--- src/rtl/irq_pkg.sv ---
package irq_pkg;
  localparam int SRC_MAX = 32;

  // Index of the lowest set bit, 0 if none.
  function automatic int lowest_set(input logic [SRC_MAX-1:0] m);
    int r;
    r = 0;
    for (int i = SRC_MAX - 1; i >= 0; i--)
      if (m[i]) r = i;
    return r;
  endfunction

  // Vector address: base plus index times eight.
  function automatic logic [15:0] vec_of(input logic [15:0] base, input int idx);
    return base + 16'(idx * 8);
  endfunction
endpackage

--- src/rtl/irq_sampler.sv ---
module irq_sampler #(
  parameter int N_SRC = 8,
  parameter int SAMPLE_PH = 9
) (
  input  logic             clk,
  input  logic             rst_n,
  input  logic [3:0]       mc_phase,
  input  logic [N_SRC-1:0] irq_flags,
  output logic             sample_tick,
  output logic [N_SRC-1:0] smp
);
  assign sample_tick = (mc_phase == 4'(SAMPLE_PH));

  always_ff @(posedge clk or negedge rst_n)
    if (!rst_n) smp <= '0;
    else if (sample_tick) smp <= irq_flags;

  AST_SMP_HOLD: assert property (@(posedge clk) disable iff (!rst_n)
    !$past(sample_tick) |-> $stable(smp));
endmodule

--- src/rtl/irq_arbiter.sv ---
module irq_arbiter #(
  parameter int N_SRC = 8,
  localparam int IDX_W = (N_SRC > 1) ? $clog2(N_SRC) : 1
) (
  input  logic [N_SRC-1:0] smp,
  input  logic [N_SRC-1:0] src_en,
  input  logic             glob_en,
  input  logic [N_SRC-1:0] src_prio,
  output logic             cand_valid,
  output logic             cand_hi,
  output logic [IDX_W-1:0] cand_idx
);
  import irq_pkg::*;
  logic [N_SRC-1:0] eligible, hi_mask, lo_mask, pick_mask;

  assign eligible  = smp & src_en & {N_SRC{glob_en}};
  assign hi_mask   = eligible & src_prio;
  assign lo_mask   = eligible & ~src_prio;
  assign cand_valid = |eligible;
  assign cand_hi   = |hi_mask;
  assign pick_mask = cand_hi ? hi_mask : lo_mask;
  assign cand_idx  = IDX_W'(lowest_set(SRC_MAX'(pick_mask)));

  AST_PICK_ELIG: assert final (!cand_valid || pick_mask[cand_idx]);
endmodule

--- src/rtl/irq_service.sv ---
module irq_service (
  input  logic       clk,
  input  logic       rst_n,
  input  logic       poll_tick,
  input  logic       fire,
  input  logic       fire_hi,
  input  logic       reti_now,
  output logic [1:0] in_service
);
  always_ff @(posedge clk or negedge rst_n)
    if (!rst_n) in_service <= 2'b00;
    else if (poll_tick) begin
      if (reti_now) begin
        if (in_service[1]) in_service[1] <= 1'b0;
        else in_service[0] <= 1'b0;
      end else if (fire) begin
        if (fire_hi) in_service[1] <= 1'b1;
        else in_service[0] <= 1'b1;
      end
    end

  AST_SVC_SET: assert property (@(posedge clk) disable iff (!rst_n)
    $rose(in_service[1]) |-> $past(fire && fire_hi));
  AST_SVC_CLR: assert property (@(posedge clk) disable iff (!rst_n)
    $fell(in_service[0]) |-> $past(reti_now && poll_tick));
endmodule

--- src/rtl/irq_poll_top.sv ---
module irq_poll_top #(
  parameter int N_SRC = 8,
  parameter int SAMPLE_PH = 9,
  parameter logic [15:0] VEC_BASE = 16'h0003,
  localparam int VEC_W = 16,
  localparam int IDX_W = (N_SRC > 1) ? $clog2(N_SRC) : 1
) (
  input  logic             clk,
  input  logic             rst_n,
  input  logic [3:0]       mc_phase,
  input  logic [N_SRC-1:0] irq_flags,
  input  logic [N_SRC-1:0] src_en,
  input  logic             glob_en,
  input  logic [N_SRC-1:0] src_prio,
  input  logic             last_cycle,
  input  logic             reti_now,
  input  logic             cfg_write,
  output logic             call_req,
  output logic [VEC_W-1:0] call_vec,
  output logic [IDX_W-1:0] call_src,
  output logic             call_hi,
  output logic [1:0]       in_service
);
  import irq_pkg::*;

  logic             poll_tick;
  logic [N_SRC-1:0] smp;
  logic             cand_valid, cand_hi;
  logic [IDX_W-1:0] cand_idx;
  logic             svc_block, seq_block, fire;

  irq_sampler #(.N_SRC(N_SRC), .SAMPLE_PH(SAMPLE_PH)) u_smp (
    .clk(clk), .rst_n(rst_n), .mc_phase(mc_phase), .irq_flags(irq_flags),
    .sample_tick(poll_tick), .smp(smp));

  irq_arbiter #(.N_SRC(N_SRC)) u_arb (
    .smp(smp), .src_en(src_en), .glob_en(glob_en), .src_prio(src_prio),
    .cand_valid(cand_valid), .cand_hi(cand_hi), .cand_idx(cand_idx));

  assign svc_block = in_service[1] | (in_service[0] & ~cand_hi);
  assign seq_block = ~last_cycle | reti_now | cfg_write;
  assign fire      = poll_tick & cand_valid & ~svc_block & ~seq_block;

  irq_service u_svc (
    .clk(clk), .rst_n(rst_n), .poll_tick(poll_tick), .fire(fire),
    .fire_hi(cand_hi), .reti_now(reti_now), .in_service(in_service));

  always_ff @(posedge clk or negedge rst_n)
    if (!rst_n) begin
      call_req <= 1'b0;
      call_vec <= '0;
      call_src <= '0;
      call_hi  <= 1'b0;
    end else begin
      call_req <= fire;
      if (fire) begin
        call_vec <= vec_of(VEC_BASE, int'(cand_idx));
        call_src <= cand_idx;
        call_hi  <= cand_hi;
      end
    end

  AST_CALL_ON_POLL: assert property (@(posedge clk) disable iff (!rst_n)
    call_req |-> $past(poll_tick));
  AST_CALL_LAST: assert property (@(posedge clk) disable iff (!rst_n)
    call_req |-> $past(last_cycle));
  AST_CALL_NO_SEQ: assert property (@(posedge clk) disable iff (!rst_n)
    call_req |-> !$past(reti_now) && !$past(cfg_write));
  AST_CALL_SVC: assert property (@(posedge clk) disable iff (!rst_n)
    call_req |-> !$past(in_service[1]));
  AST_CALL_PULSE: assert property (@(posedge clk) disable iff (!rst_n)
    call_req |=> !call_req);
  AST_CALL_GLOB: assert property (@(posedge clk) disable iff (!rst_n)
    call_req |-> $past(glob_en));
endmodule

--- config.mk ---
export PLATFORM = sky130hd
export DESIGN_NAME = irq_poll_top
export DESIGN_NICKNAME = d
export VERILOG_FILES = /design/src/rtl/irq_pkg.sv /design/src/rtl/irq_sampler.sv /design/src/rtl/irq_arbiter.sv /design/src/rtl/irq_service.sv /design/src/rtl/irq_poll_top.sv
export SDC_FILE = /design/constraint.sdc
export NUM_CORES = 1
export LEC_CHECK = 0
export ABC_CLOCK_PERIOD_IN_PS = 1700
export BUFFER_PORTS_ARGS = -buffer_cell sky130_fd_sc_hd__buf_2
export CORE_AREA = 2 2 56 58
export DETAILED_ROUTE_END_ITERATION = 10
export DIE_AREA = 0 0 58 60
export PLACE_DENSITY = 0.82
export SLEW_MARGIN = 20
export SYNTH_ARGS = -nofsm -noshare
export SYNTH_HDL_FRONTEND = slang
export SYNTH_SLANG_ARGS = --single-unit
export TNS_END_PERCENT = 1
--- constraint.sdc ---
create_clock -name clk -period 1.7 [get_ports clk]
set_clock_uncertainty 0.15 [all_clocks]
set_input_delay 0.34 -clock clk [delete_from_list [all_inputs] [get_ports clk]]
set_output_delay 0.34 -clock clk [all_outputs]
set_load 0.005 [all_outputs]
== After elaboration in Yosys (flattened, before gate mapping) ==
Cells that the tools add are included.

* Output and inout port bits: 23
* Register bits after elaboration: 31
* Logic and storage cells: 47

* Bitwise operators: 16
* Equal/unequal tests: 3
* Add/sub/neg operators: 1
* Reduce and logical (&&, ||, !) cells: 6
* Muxes and demuxes: 14

{| class="wikitable"
|+ Operators by type and width
! cell !! count
|-
| bitwise AND 8 bit || 4
|-
| two-way mux 3 bit || 8
|-
| OR reduction 8 bit || 2
|-
| two-way mux 8 bit || 1
|-
| NOT 8 bit || 1
|-
| adder 2 x 6 -> 7 bit, first input constant || 1
|-
| bitwise AND 1 bit || 4
|-
| equality test 4 bit, second input constant || 1
|-
| two-way mux 2 bit || 2
|-
| != test 2 bit, second input constant || 2
|-
| NOT 1 bit || 4
|-
| AND reduction 4 bit || 1
|-
| nonzero test 2 bit || 2
|-
| two-way mux 1 bit || 3
|-
| OR 1 bit || 3
|-
| AND reduction 3 bit || 1
|}

== Longest topological paths before layout ==
Gate-level depths: netlist (run 1).

* Depth in word-level cells: 14
* Mapped depth: 8
* Depth with buffers taken out: 6

== Modules after synthesis ==
Synthesis (run 1) repeated with hierarchy kept, for this count alone.

* Cells, all modules: 97
* Area total of the unflattened synthesis: 1124.8 µm²

{| class="wikitable"
|+ By module, submodules not included
! module !! area each (µm²) !! times used !! seq. area each (µm²) !! cells each
|-
| irq_poll_top || 380.4 || 1 || 150.1 || 31
|-
| irq_sampler || 344.1 || 1 || 200.2 || 18
|-
| irq_arbiter || 304.0 || 1 || 0.0 || 40
|-
| irq_service || 96.3 || 1 || 50.0 || 8
|}

== Least setup slack after synthesis (run 1) ==
No wires, ideal clock.

* Path type: input to register
* Start point: input port glob_en
* End point: register call_src[0]
* Buffers on the path: 2
* Slack: -0.172 ns
* Arrival time: 1.593 ns
* Stages on the path: 8
* Library setup time: 0.129 ns
* Data required time: 1.421 ns
* Cells stage by stage: buf_6 -> buf_6 -> nand4_2 -> nand4_2 -> or2_1 -> a221o_1 -> o311ai_1 -> a21oi_2

* Cells in the longest elaborated chain, start to end: 12

{| class="wikitable"
|+ Ends and longest elaborated chain
! element !! line !! source
|-
| start, declared || irq_poll_top.sv:13 || <nowiki>input logic glob_en,</nowiki>
|-
| bitwise AND 8 bit * || irq_arbiter.sv:16 || <nowiki>assign eligible = smp & src_en & {N_SRC{glob_en}};</nowiki>
|-
| bitwise AND 8 bit || irq_arbiter.sv:17 || <nowiki>assign hi_mask = eligible & src_prio;</nowiki>
|-
| OR reduction 8 bit || irq_arbiter.sv:20 || <nowiki>assign cand_hi = |hi_mask;</nowiki>
|-
| two-way mux 8 bit || irq_arbiter.sv:21 || <nowiki>assign pick_mask = cand_hi ? hi_mask : lo_mask;</nowiki>
|-
| two-way mux 3 bit (8 in series) || irq_pkg.sv:9 || <nowiki>if (m[i]) r = i;</nowiki>
|-
| end signal, assigned || irq_poll_top.sv:58 || <nowiki>call_src <= cand_idx;</nowiki>
|-
| end, declared || irq_poll_top.sv:20 || <nowiki>output logic [IDX_W-1:0] call_src,</nowiki>
|}

Mark *: on every way between the ends. The rest lies on a longest branch, timed or not.
A chain may end at the register's enable or synchronous reset.

== Worst setup path after layout (run 1) ==
* Start point: register u_smp.smp[3]
* End point: register call_src[1]

* Cells in the longest elaborated chain, start to end: 13

{| class="wikitable"
|+ Ends and longest elaborated chain
! element !! line !! source
|-
| start, declared || irq_sampler.sv:10 || <nowiki>output logic [N_SRC-1:0] smp</nowiki>
|-
| start signal, assigned || irq_sampler.sv:16 || <nowiki>else if (sample_tick) smp <= irq_flags;</nowiki>
|-
| bitwise AND 8 bit * (2 in series) || irq_arbiter.sv:16 ||
|-
| bitwise AND 8 bit || irq_arbiter.sv:17 ||
|-
| OR reduction 8 bit || irq_arbiter.sv:20 ||
|-
| two-way mux 8 bit || irq_arbiter.sv:21 ||
|-
| two-way mux 3 bit (8 in series) || irq_pkg.sv:9 ||
|}

Marked as above.

==> flow_metrics.tcl, run 1 <==
set metrics [dict create \
    synth_ff_type "dfrtp_1" \
    critPathSlowestCell "dfrtp_1" \
    p_int_w 0.000840 \
    leakagePower_nw 0.798 \
    slew_violations 0 \
    finalSetupViolCount 6 \
    via_per_inst 4.95 \
    htree_levels 1 \
    synth_top_area_share_pct 36.4 \
    die-area_um2 3480 \
    ys_top_cells_by_count "dfrtp_1 (16), buf_4 (15), mux2_2 (8)" \
    maxCapViolations 0 \
    grt_overflow 0 \
    dp.cells 201 \
    failed_checks "negative setup slack" \
    die_x_um 58 \
    drive_above_1_share_pct 61.9 \
    synth-seq-cells 16 \
    vias 1035 \
    cts_tree "yes" \
    crit_family "compound AO/OA/AOI/OAI gates" \
    synth_area_leaders "dfrtp_1 (36%), buf_4 (10%), mux2_2 (8.2%)" \
    cp_cell_sequence "nand4_1, o2111ai_4, buf_6, o21ai_2, a22oi_2, o311a_1, o2bb2ai_1" \
    finalHoldViolations 0 \
    antenna_left 0 \
    avgSynthCellArea_um2 10.4 \
    grt_use_total_pct 15.5 \
    switchingPower_w 0.000371 \
    area_growth_pct 47.4 \
    clockBufferDepth 2 \
    final_cells 209 \
    grt_pass1_wl_mm 4.17 \
    worst_slack_ps -74.9 \
    pwr-share-seq_pct 39.8 \
    io_pins 57 \
    cts_buffers 3 \
    arrival_ps 1850 \
    ys_types 38 \
    drc_errors 0 \
    hp-class "input pin to register" \
    nets 211 \
    synth_most_common_cell "dfrtp_1" \
    gp_congestion 0.835 \
    netlist_instances 106 \
    synth_enable_flop_cells 0 \
    cts_sinks 16 \
    ys_seq_area_share_pct 36.4 \
    diodes 0 \
    whs_ps 124 \
    wirelength_mm 2.56 \
    cts.clk_slew.worst_paths_ps 100 \
    yosysTopAreaCell "dfrtp_1" \
    status "complete, but fails checks" \
    core_um2 2900 \
    setup_tns_ps -267 \
    antenna_found_initial 0 \
    dieHeight_um 60 \
    clkPwrFrac_pct 21.2 \
    switching_share_pct 30.7 \
    drt_iter0_drc 17 \
    root_buffer "clkbuf_4" \
    crit_path_end_kind "register" \
    rsz0062_at_grt "yes" \
    row_count 20 \
    period_needed_ps 1770 \
    grt_max_degree 17 \
    start_util_pct 37.9 \
    post-route-period-util_pct 104 \
    hpwl_mm 2.06 \
    crit_buf_inv 1 \
    portBuffers 45 \
    critical_path.max_stage_delay_ps 400 \
    clk_latency_ps 290 \
    worstSetupPathType "register to register" \
    grt_pass1_vias 1007 \
    cp.required_ps 1770 \
    syn-cell-area_um2 1100 \
    ys_warn_count 0 \
    dpl_worst_slack_ps -361 \
    async_reset_ff_share_pct 100 \
    ir_drop_uv 655 \
    powerDensity_nw_per_um2 747 \
    path_max_fanout 4 \
    wl_per_cell_um 12.2 \
    combPwrFrac_pct 39.1 \
    dr.pass1.iters 4 \
    fmax_ghz 0.563 \
    startpoint_type "register" \
]
## power by group through the flow
| stage | clock network, W | logic (W) | registers, W |
|---|---|---|---|
| 2_1_floorplan | 0 | 0.000232 | 0.000488 |
| 3_5_place_dp | 0 | 0.000396 | 0.000493 |
| 5_1_grt | 0.000277 | 0.000518 | 0.000493 |
| 4_1_cts | 0.000261 | 0.000456 | 0.000484 |
| 3_3_place_gp | 0 | 0.000389 | 0.000489 |
| 6_report | 0.000256 | 0.000473 | 0.000482 |
## placed cells by master, fill, tap and decap left out, types with 2 or more instances in the layout
cell type / synthesis / final
o21ai_1: 0 / 2
nand2_1: 2 / 2
nor2_1: 4 / 4
buf_2: 0 / 45
clkbuf_4: 0 / 3
o21bai_1: 3 / 2
inv_1: 4 / 4
buf_4: 15 / 24
o21ai_0: 6 / 3
and2_1: 2 / 2
and3_2: 4 / 4
mux2_2: 8 / 8
o2bb2ai_1: 2 / 2
conb_1: 1 / 11
a21oi_1: 3 / 2
nand3_1: 4 / 3
buf_6: 2 / 4
o2111ai_4: 1 / 2
dfrtp_1: 16 / 16
nand4_1: 7 / 7
## flip-flops by register name (all words and copies together) (netlist names)
name / cells
u_smp.smp: 8
call_src: 3
u_svc.in_service: 2
call_hi: 1
call_req: 1
call_vec: 1
## stage by stage
stage / util, % / area, um2 / power (W)
6_report: 55.9 / 1620 / 0.00121
5_1_grt: 55.9 / 1620 / 0.00129
4_1_cts: 55.2 / 1600 / 0.00120
3_5_place_dp: 50.9 / 1480 / 0.000889
3_3_place_gp: 50.9 / 1480 / 0.000879
2_1_floorplan: - / 1160 / 0.000720
## per-layer routing
| metal | wire [um] | GRT usage, % |
|---|---|---|
| met4 | 27 | 4.98 |
| met5 | 0 | 0 |
| met1 | 1080 | 19.2 |
| met2 | 1280 | 28.1 |
| met3 | 165 | 1.52 |
## worst reg2reg max path, delay by kind of cell, from the launching register on
| kind | cells | cell delay [ps] |
|---|---|---|
| AOI/OAI and AO/OA | 5 | 860 |
| DFF | 1 | 400 |
| buffers and inverters | 1 | 170 |
| and+or+nand+nor | 1 | 120 |
## final cells by class
cell class | instances | area [um2]
multi-input cells | 78 | 669
flip-flops and latches | 16 | 400
clock buffers | 4 | 36.3
fillers | 237 | 1280
repair buffers | 74 | 460
well taps | 33 | 41.3
inverters | 4 | 15.0
## cell families (layout without fill, tap and decap cells)
logic type,after synthesis,in the layout,synth area share [%]
AND/OR/NAND/NOR,32,32,20.3
other,1,11,0.341
AO/OA/AOI/OAI,26,26,19.9
flip-flops,16,16,36.4
buffers and inverters,22,82,14.0
multiplexers,9,9,9.09
## path summary, 6_finish.rpt
kind	to	slack, ps	start	cells after the start
min in group asynchronous	u_smp.smp[4]	320	rst_n	2
worst min register to register	call_vec[1]	340	call_vec[1]	1
worst min-delay path	u_smp.smp[3]	120	irq_flags[3]	2
worst max register to register	call_src[1]	-70	u_smp.smp[3]	7
max in group asynchronous	call_src[0]	810	rst_n	2
worst max-delay path	call_src[1]	-70	u_smp.smp[3]	7
## timing repair
action,4_1_cts,5_1_grt
hold buffers,1,0
setup buffers,3,0
gates resized for setup,12,5
pin swaps,12,1
endpoints found under the setup margin,5,7
endpoints found under the hold margin,16,0
(Power assumes the default switching activity.)
==> run 2: changes to the inputs <==
--- a/config.mk
+++ b/config.mk
@@ -5,12 +5,13 @@
 export SDC_FILE = /design/constraint.sdc
 export NUM_CORES = 1
 export LEC_CHECK = 0
+export ABC_AREA = 1
 export ABC_CLOCK_PERIOD_IN_PS = 1700
 export BUFFER_PORTS_ARGS = -buffer_cell sky130_fd_sc_hd__buf_2
-export CORE_AREA = 2 2 56 58
+export CORE_AREA = 2 2 55 57
 export DETAILED_ROUTE_END_ITERATION = 10
-export DIE_AREA = 0 0 58 60
-export PLACE_DENSITY = 0.82
+export DIE_AREA = 0 0 57 59
+export PLACE_DENSITY = 0.83
 export SLEW_MARGIN = 20
 export SYNTH_ARGS = -nofsm -noshare
 export SYNTH_HDL_FRONTEND = slang
==> run 2 against run 1 <==
Against the previous run: the flow now finishes without violations; largest power group unchanged; worst hold slack lost 50 ps; critical path depth is the same; final area down 14%; combinational power fell by 33%; utilization is 4.5 points lower; via count increased by 4.1%; worst setup slack improved by 180 ps; critical path type unchanged; die area down 3.4%.
==> flow_metrics.tcl, run 2 <==
set metrics [dict create \
    cts.clk_slew.worst_paths_ps 90 \
    final_cell_area_um2 1390 \
    clk_latency_ps 310 \
    grt_pass1_vias 962 \
    cp.required_ps 1740 \
    ys_types 26 \
    die-area_um2 3360 \
    clockBufferDepth 2 \
    yosysTopAreaCell "dfrtp_1" \
    synth_most_common_cell "nand2_1" \
    start_util_pct 39.1 \
    r2r_end "call_vec[1]" \
    netlist_instances 147 \
    dr.pass1.iters 4 \
    htree_levels 1 \
    wirelength_mm 2.50 \
    hpwl_mm 1.91 \
    synth-seq-cells 16 \
    layout_common_cells "nand2_1 (48), buf_2 (45), dfrtp_1 (16)" \
    portBuffers 45 \
    final_cells 232 \
    ys_top_cells_by_count "nand2_1 (54), dfrtp_1 (16), buf_4 (15)" \
    setup_tns_ps 0 \
    hold_end "u_smp.smp[5]" \
    antenna_found_initial 0 \
    dieHeight_um 59 \
    die_x_um 57 \
    async_reset_ff_share_pct 100 \
    maxCapViolations 0 \
    period_needed_ps 1600 \
    grt_use_total_pct 15.3 \
    dpl_worst_slack_ps -51.2 \
    layout_commonest_cell "nand2_1" \
    antenna_left 0 \
    cts_sinks 16 \
    post-route-period-util_pct 93.8 \
    powerDensity_nw_per_um2 717 \
    synth_top_area_share_pct 37.8 \
    r2r_start "u_smp.smp[0]" \
    place_area_um2 1290 \
    dp.cells 222 \
    path_max_fanout 2 \
    finalHoldViolations 0 \
    drt_iter0_drc 27 \
    ys_warn_count 0 \
    hp-class "input pin to register" \
    worstSetupPathType "register to register" \
    whs_path_depth 3 \
    fmax_ghz 0.627 \
    finalSetupViolCount 0 \
    n_fill_cell 276 \
    nets 237 \
    synth_enable_flop_cells 0 \
    cts_tree "yes" \
    vias 1077 \
    regMostFlops "u_smp.smp" \
    diodes 0 \
    gp_congestion 0.907 \
    area_growth_pct 31.5 \
    status "finished, final reports clean" \
    drive_above_1_share_pct 38.3 \
    cts_buffers 3 \
    grt_pass1_wl_mm 3.93 \
    row_count 19 \
    largest_register_ffs 8 \
    leakagePower_nw 0.833 \
    avgSynthCellArea_um2 7.21 \
    via_per_inst 4.64 \
    reg_top3 "u_smp.smp (8), call_src (3), u_svc.in_service (2)" \
    ys_seq_area_share_pct 37.8 \
    io_pins 57 \
    crit_path_end_kind "register" \
    r2r_slack_ps 100 \
    hold_start "irq_flags[5]" \
    startpoint_type "register" \
    syn-cell-area_um2 1060 \
    root_buffer "clkbuf_4" \
    wl_per_cell_um 10.8 \
    grt_max_degree 17 \
    ir_drop_uv 383 \
    synth_ff_type "dfrtp_1" \
    slew_violations 0 \
    worstRegToRegCells 7 \
    core_um2 2710 \
    synth_area_leaders "dfrtp_1 (38%), nand2_1 (19%), buf_4 (11%)" \
    drc_errors 0 \
    arrival_ps 1640 \
    grt_overflow 0 \
    worst_slack_ps 105 \
]
## run 2: changes by cell type in the layout (fill, tap and decap cells not counted), sizes merged, moves of 2 or more
cell     change
o21ai        -5
and3         -3
mux2         -8
o21bai       -2
and2         -2
inv          +9
nor2         +7
a21oi        -3
nand2       +54
buf         -16
o2bb2ai      -2
nand3        +6
## run 2: final cells by class
cell class	instances	area (um2)	area share, %
multi-input cells	111	546	39.1
repair buffers	58	338	24.2
inverters	13	48.8	3.50
flip-flops and latches	16	400	28.7
well taps	31	38.8	2.78
clock buffers	3	22.5	1.62
## run 2: per-stage QoR
step | hold slack [ps] | power [W] | util [%]
6_report | 74.3 | 0.000999 | 51.4
5_1_grt | 96.2 | 0.00106 | 51.4
4_1_cts | 80.9 | 0.000955 | 48.8
3_5_place_dp | 123 | 0.000749 | 47.6
3_3_place_gp | 121 | 0.000742 | 47.6
2_1_floorplan | -106 | 0.000656 | -
## run 2: power by group
part           switching, W  total (W)  internal, W
clock              0.000128   0.000211    0.0000830
combinational      0.000166   0.000317     0.000151
sequential        0.0000393   0.000471     0.000432
## run 2: worst max-delay path by stage
stage                     slack, ps          end         start  cells past startpoint
final                           100  call_vec[1]  u_smp.smp[0]                      7
after global routing            -30  call_src[0]  u_smp.smp[1]                     11
after CTS                       100  call_src[0]  u_smp.smp[7]                     12
after detailed placement        -50  call_src[0]       glob_en                     13
after global placement          -40  call_src[0]       glob_en                     13
after floorplan                 190  call_src[0]       glob_en                     15
## run 2: cell families (layout without fill, tap and decap cells)
family	Yosys count	count (layout)	share of synthesized area, %
buffers and inverters	30	74	16.6
AO/OA/AOI/OAI	8	8	5.79
flip-flops	16	16	37.8
other	1	11	0.354
AND/OR/NAND/NOR	92	92	39.4
## run 2: critical path, stage by stage, from the launching register on
cell and delay, ps:
dfrtp_1 390, buf_4 140, nand3_1 120, nand4_1 120, nor2_2 200, buf_4 140, a211oi_2 30, or2_1 200
## run 2: per-layer routing
| layer | global-route usage (%) | up-vias | part of all wire (%) |
|---|---|---|---|
| met3 | 2.40 | 10 | 4.5 |
| met5 | 0 | - | 0 |
| met2 | 24.8 | 37 | 51 |
| met4 | 10.6 | 0 | 4.2 |
| li1 | - | 560 | - |
| met1 | 18.7 | 470 | 40 |
## run 2: timing repair
| item | in CTS | in global routing |
|---|---|---|
| hold buffers | 1 | 0 |
| resized for setup | 0 | 8 |
| hold endpoints to repair | 16 | 0 |
| buffers inserted | 0 | 6 |
| endpoints found under the setup margin | 0 | 3 |
==> run 3: changes to the inputs <==
--- a/config.mk
+++ b/config.mk
@@ -12,7 +12,7 @@
 export DETAILED_ROUTE_END_ITERATION = 10
 export DIE_AREA = 0 0 57 59
 export PLACE_DENSITY = 0.83
-export SLEW_MARGIN = 20
+export RECOVER_POWER = 25
 export SYNTH_ARGS = -nofsm -noshare
 export SYNTH_HDL_FRONTEND = slang
 export SYNTH_SLANG_ARGS = --single-unit
==> run 3 against run 2 <==
Against the previous run: clock power about the same; global-route usage is the same; combinational power about the same; total power hardly changed; register-to-register slack about the same; utilization is essentially flat; critical path depth unchanged; sequential power is essentially flat; final area hardly changed; fmax unchanged; worst hold slack unchanged; largest power group unchanged; highest routed layer unchanged.
==> flow_metrics.tcl, run 3 (same netlist as run 2, synthesis figures left out) <==
set metrics [dict create \
    r2r_slack_ps 100 \
    place_area_um2 1290 \
    drt_iter0_drc 29 \
    drc_errors 0 \
    dp.cells 222 \
    row_count 19 \
    fmax_ghz 0.627 \
    die_x_um 57 \
    dieHeight_um 59 \
    start_util_pct 39.1 \
    layout_common_cells "nand2_1 (48), buf_2 (44), dfrtp_1 (16)" \
    worstSetupPathType "register to register" \
    arrival_ps 1640 \
    path_max_fanout 2 \
    r2r_start "u_smp.smp[0]" \
    cts_buffers 3 \
    leakagePower_nw 0.830 \
    combPwrFrac_pct 31.8 \
    io_pins 57 \
    crit_path_end_kind "register" \
    cts_tree "yes" \
    antenna_found_initial 0 \
    layout_commonest_cell "nand2_1" \
    regMostFlops "u_smp.smp" \
    core_um2 2710 \
    largest_register_ffs 8 \
    cts_sinks 16 \
    cts.clk_slew.worst_paths_ps 90 \
    area_growth_pct 31.4 \
    status "finished, final reports clean" \
    vias 1077 \
    switchingPower_w 0.000333 \
    grt_use_total_pct 15.3 \
    dr_wl_met2_mm 1.27 \
    finalHoldViolations 0 \
    route.met3.wl_um 112 \
    wl_per_cell_um 10.8 \
    top_layer "met4" \
    pwr-share-seq_pct 47.2 \
    clkPwrFrac_pct 21.1 \
    tightestPinTransition_ps 850 \
    hp-class "input pin to register" \
    grt_pass1_vias 962 \
    startpoint_type "register" \
    r2r_end "call_vec[1]" \
    die-area_um2 3360 \
    relSlewSlack_pct 43.3 \
    wl_met1_mm 1.00 \
    dpl_worst_slack_ps -51.2 \
    clk_latency_ps 310 \
    powerDensity_nw_per_um2 717 \
    htree_levels 1 \
    drive_above_1_share_pct 37.8 \
    via_per_inst 4.64 \
    p_int_w 0.000665 \
    diodes 0 \
    final_cells 232 \
    wirelength_mm 2.49 \
    hold_end "u_smp.smp[5]" \
    hold_start "irq_flags[5]" \
    cp.required_ps 1740 \
    final_cell_area_um2 1390 \
    maxCapViolations 0 \
    gp_congestion 0.907 \
    dr.pass1.iters 4 \
    setup_tns_ps 0 \
    hpwl_mm 1.91 \
    switching_share_pct 33.4 \
    grt_overflow 0 \
    antenna_left 0 \
    ir_drop_uv 383 \
    worstRegToRegCells 7 \
    n_fill_cell 277 \
    whs_ps 74.3 \
    grt_pass1_wl_mm 3.93 \
    post-route-period-util_pct 93.8 \
    portBuffers 45 \
    clockBufferDepth 2 \
    grt_max_degree 17 \
    whs_path_depth 3 \
    root_buffer "clkbuf_4" \
    worst_slack_ps 105 \
    slew_violations 0 \
    finalSetupViolCount 0 \
    reg_top3 "u_smp.smp (8), call_src (3), u_svc.in_service (2)" \
    period_needed_ps 1600 \
    nets 237 \
]
run 3: what timing repair did:
item,in CTS,in global routing
endpoints found under the setup margin,0,3
gates resized for setup,0,8
hold buffers,1,0
endpoints found under the hold margin,16,0
setup buffers,0,6
run 3: layout make-up:
class | count | area [um2] | area share (%)
Inverter | 13 | 48.8 | 3.50
Sequential cell | 16 | 400 | 28.8
Clock buffer | 3 | 22.5 | 1.62
Multi-Input combinational cell | 111 | 546 | 39.2
Timing Repair Buffer | 58 | 337 | 24.2
Tap cell | 31 | 38.8 | 2.79
run 3: layer usage:
metal	vias to the layer above	track usage [%]
li1	560	-
met1	470	18.7
met2	37	24.8
met3	10	2.40
met4	0	10.6
met5	-	0
run 3: worst max-delay path, cell delays in order (launching register included):
cell and delay [ps]:
dfrtp_1 390, buf_4 140, nand3_1 120, nand4_1 120, nor2_2 200, buf_4 140, a211oi_2 30, or2_1 200
run 3: worst max path at each step:
stage / start / to / slack, ps / cells past startpoint
6_report: u_smp.smp[0] / call_vec[1] / 100 / 7
5_1_grt: u_smp.smp[1] / call_src[0] / -30 / 11
4_1_cts: u_smp.smp[7] / call_src[0] / 100 / 12
3_5_place_dp: glob_en / call_src[0] / -50 / 13
3_3_place_gp: glob_en / call_src[0] / -40 / 13
2_1_floorplan: glob_en / call_src[0] / 190 / 15
run 3: stage by stage:
step,power [W],util [%]
2_1_floorplan,0.000656,-
3_5_place_dp,0.000749,47.6
6_report,0.000999,51.4
4_1_cts,0.000955,48.8
5_1_grt,0.00106,51.4
3_3_place_gp,0.000742,47.6
run 3: power groups by stage:
| stage | combinational [W] | sequential [W] | clock (W) |
|---|---|---|---|
| floorplan | 0.000183 | 0.000473 | 0 |
| global placement | 0.000266 | 0.000475 | 0 |
| detailed placement | 0.000271 | 0.000478 | 0 |
| CTS | 0.000273 | 0.000470 | 0.000211 |
| global route | 0.000363 | 0.000475 | 0.000223 |
| finish | 0.000317 | 0.000471 | 0.000211 |
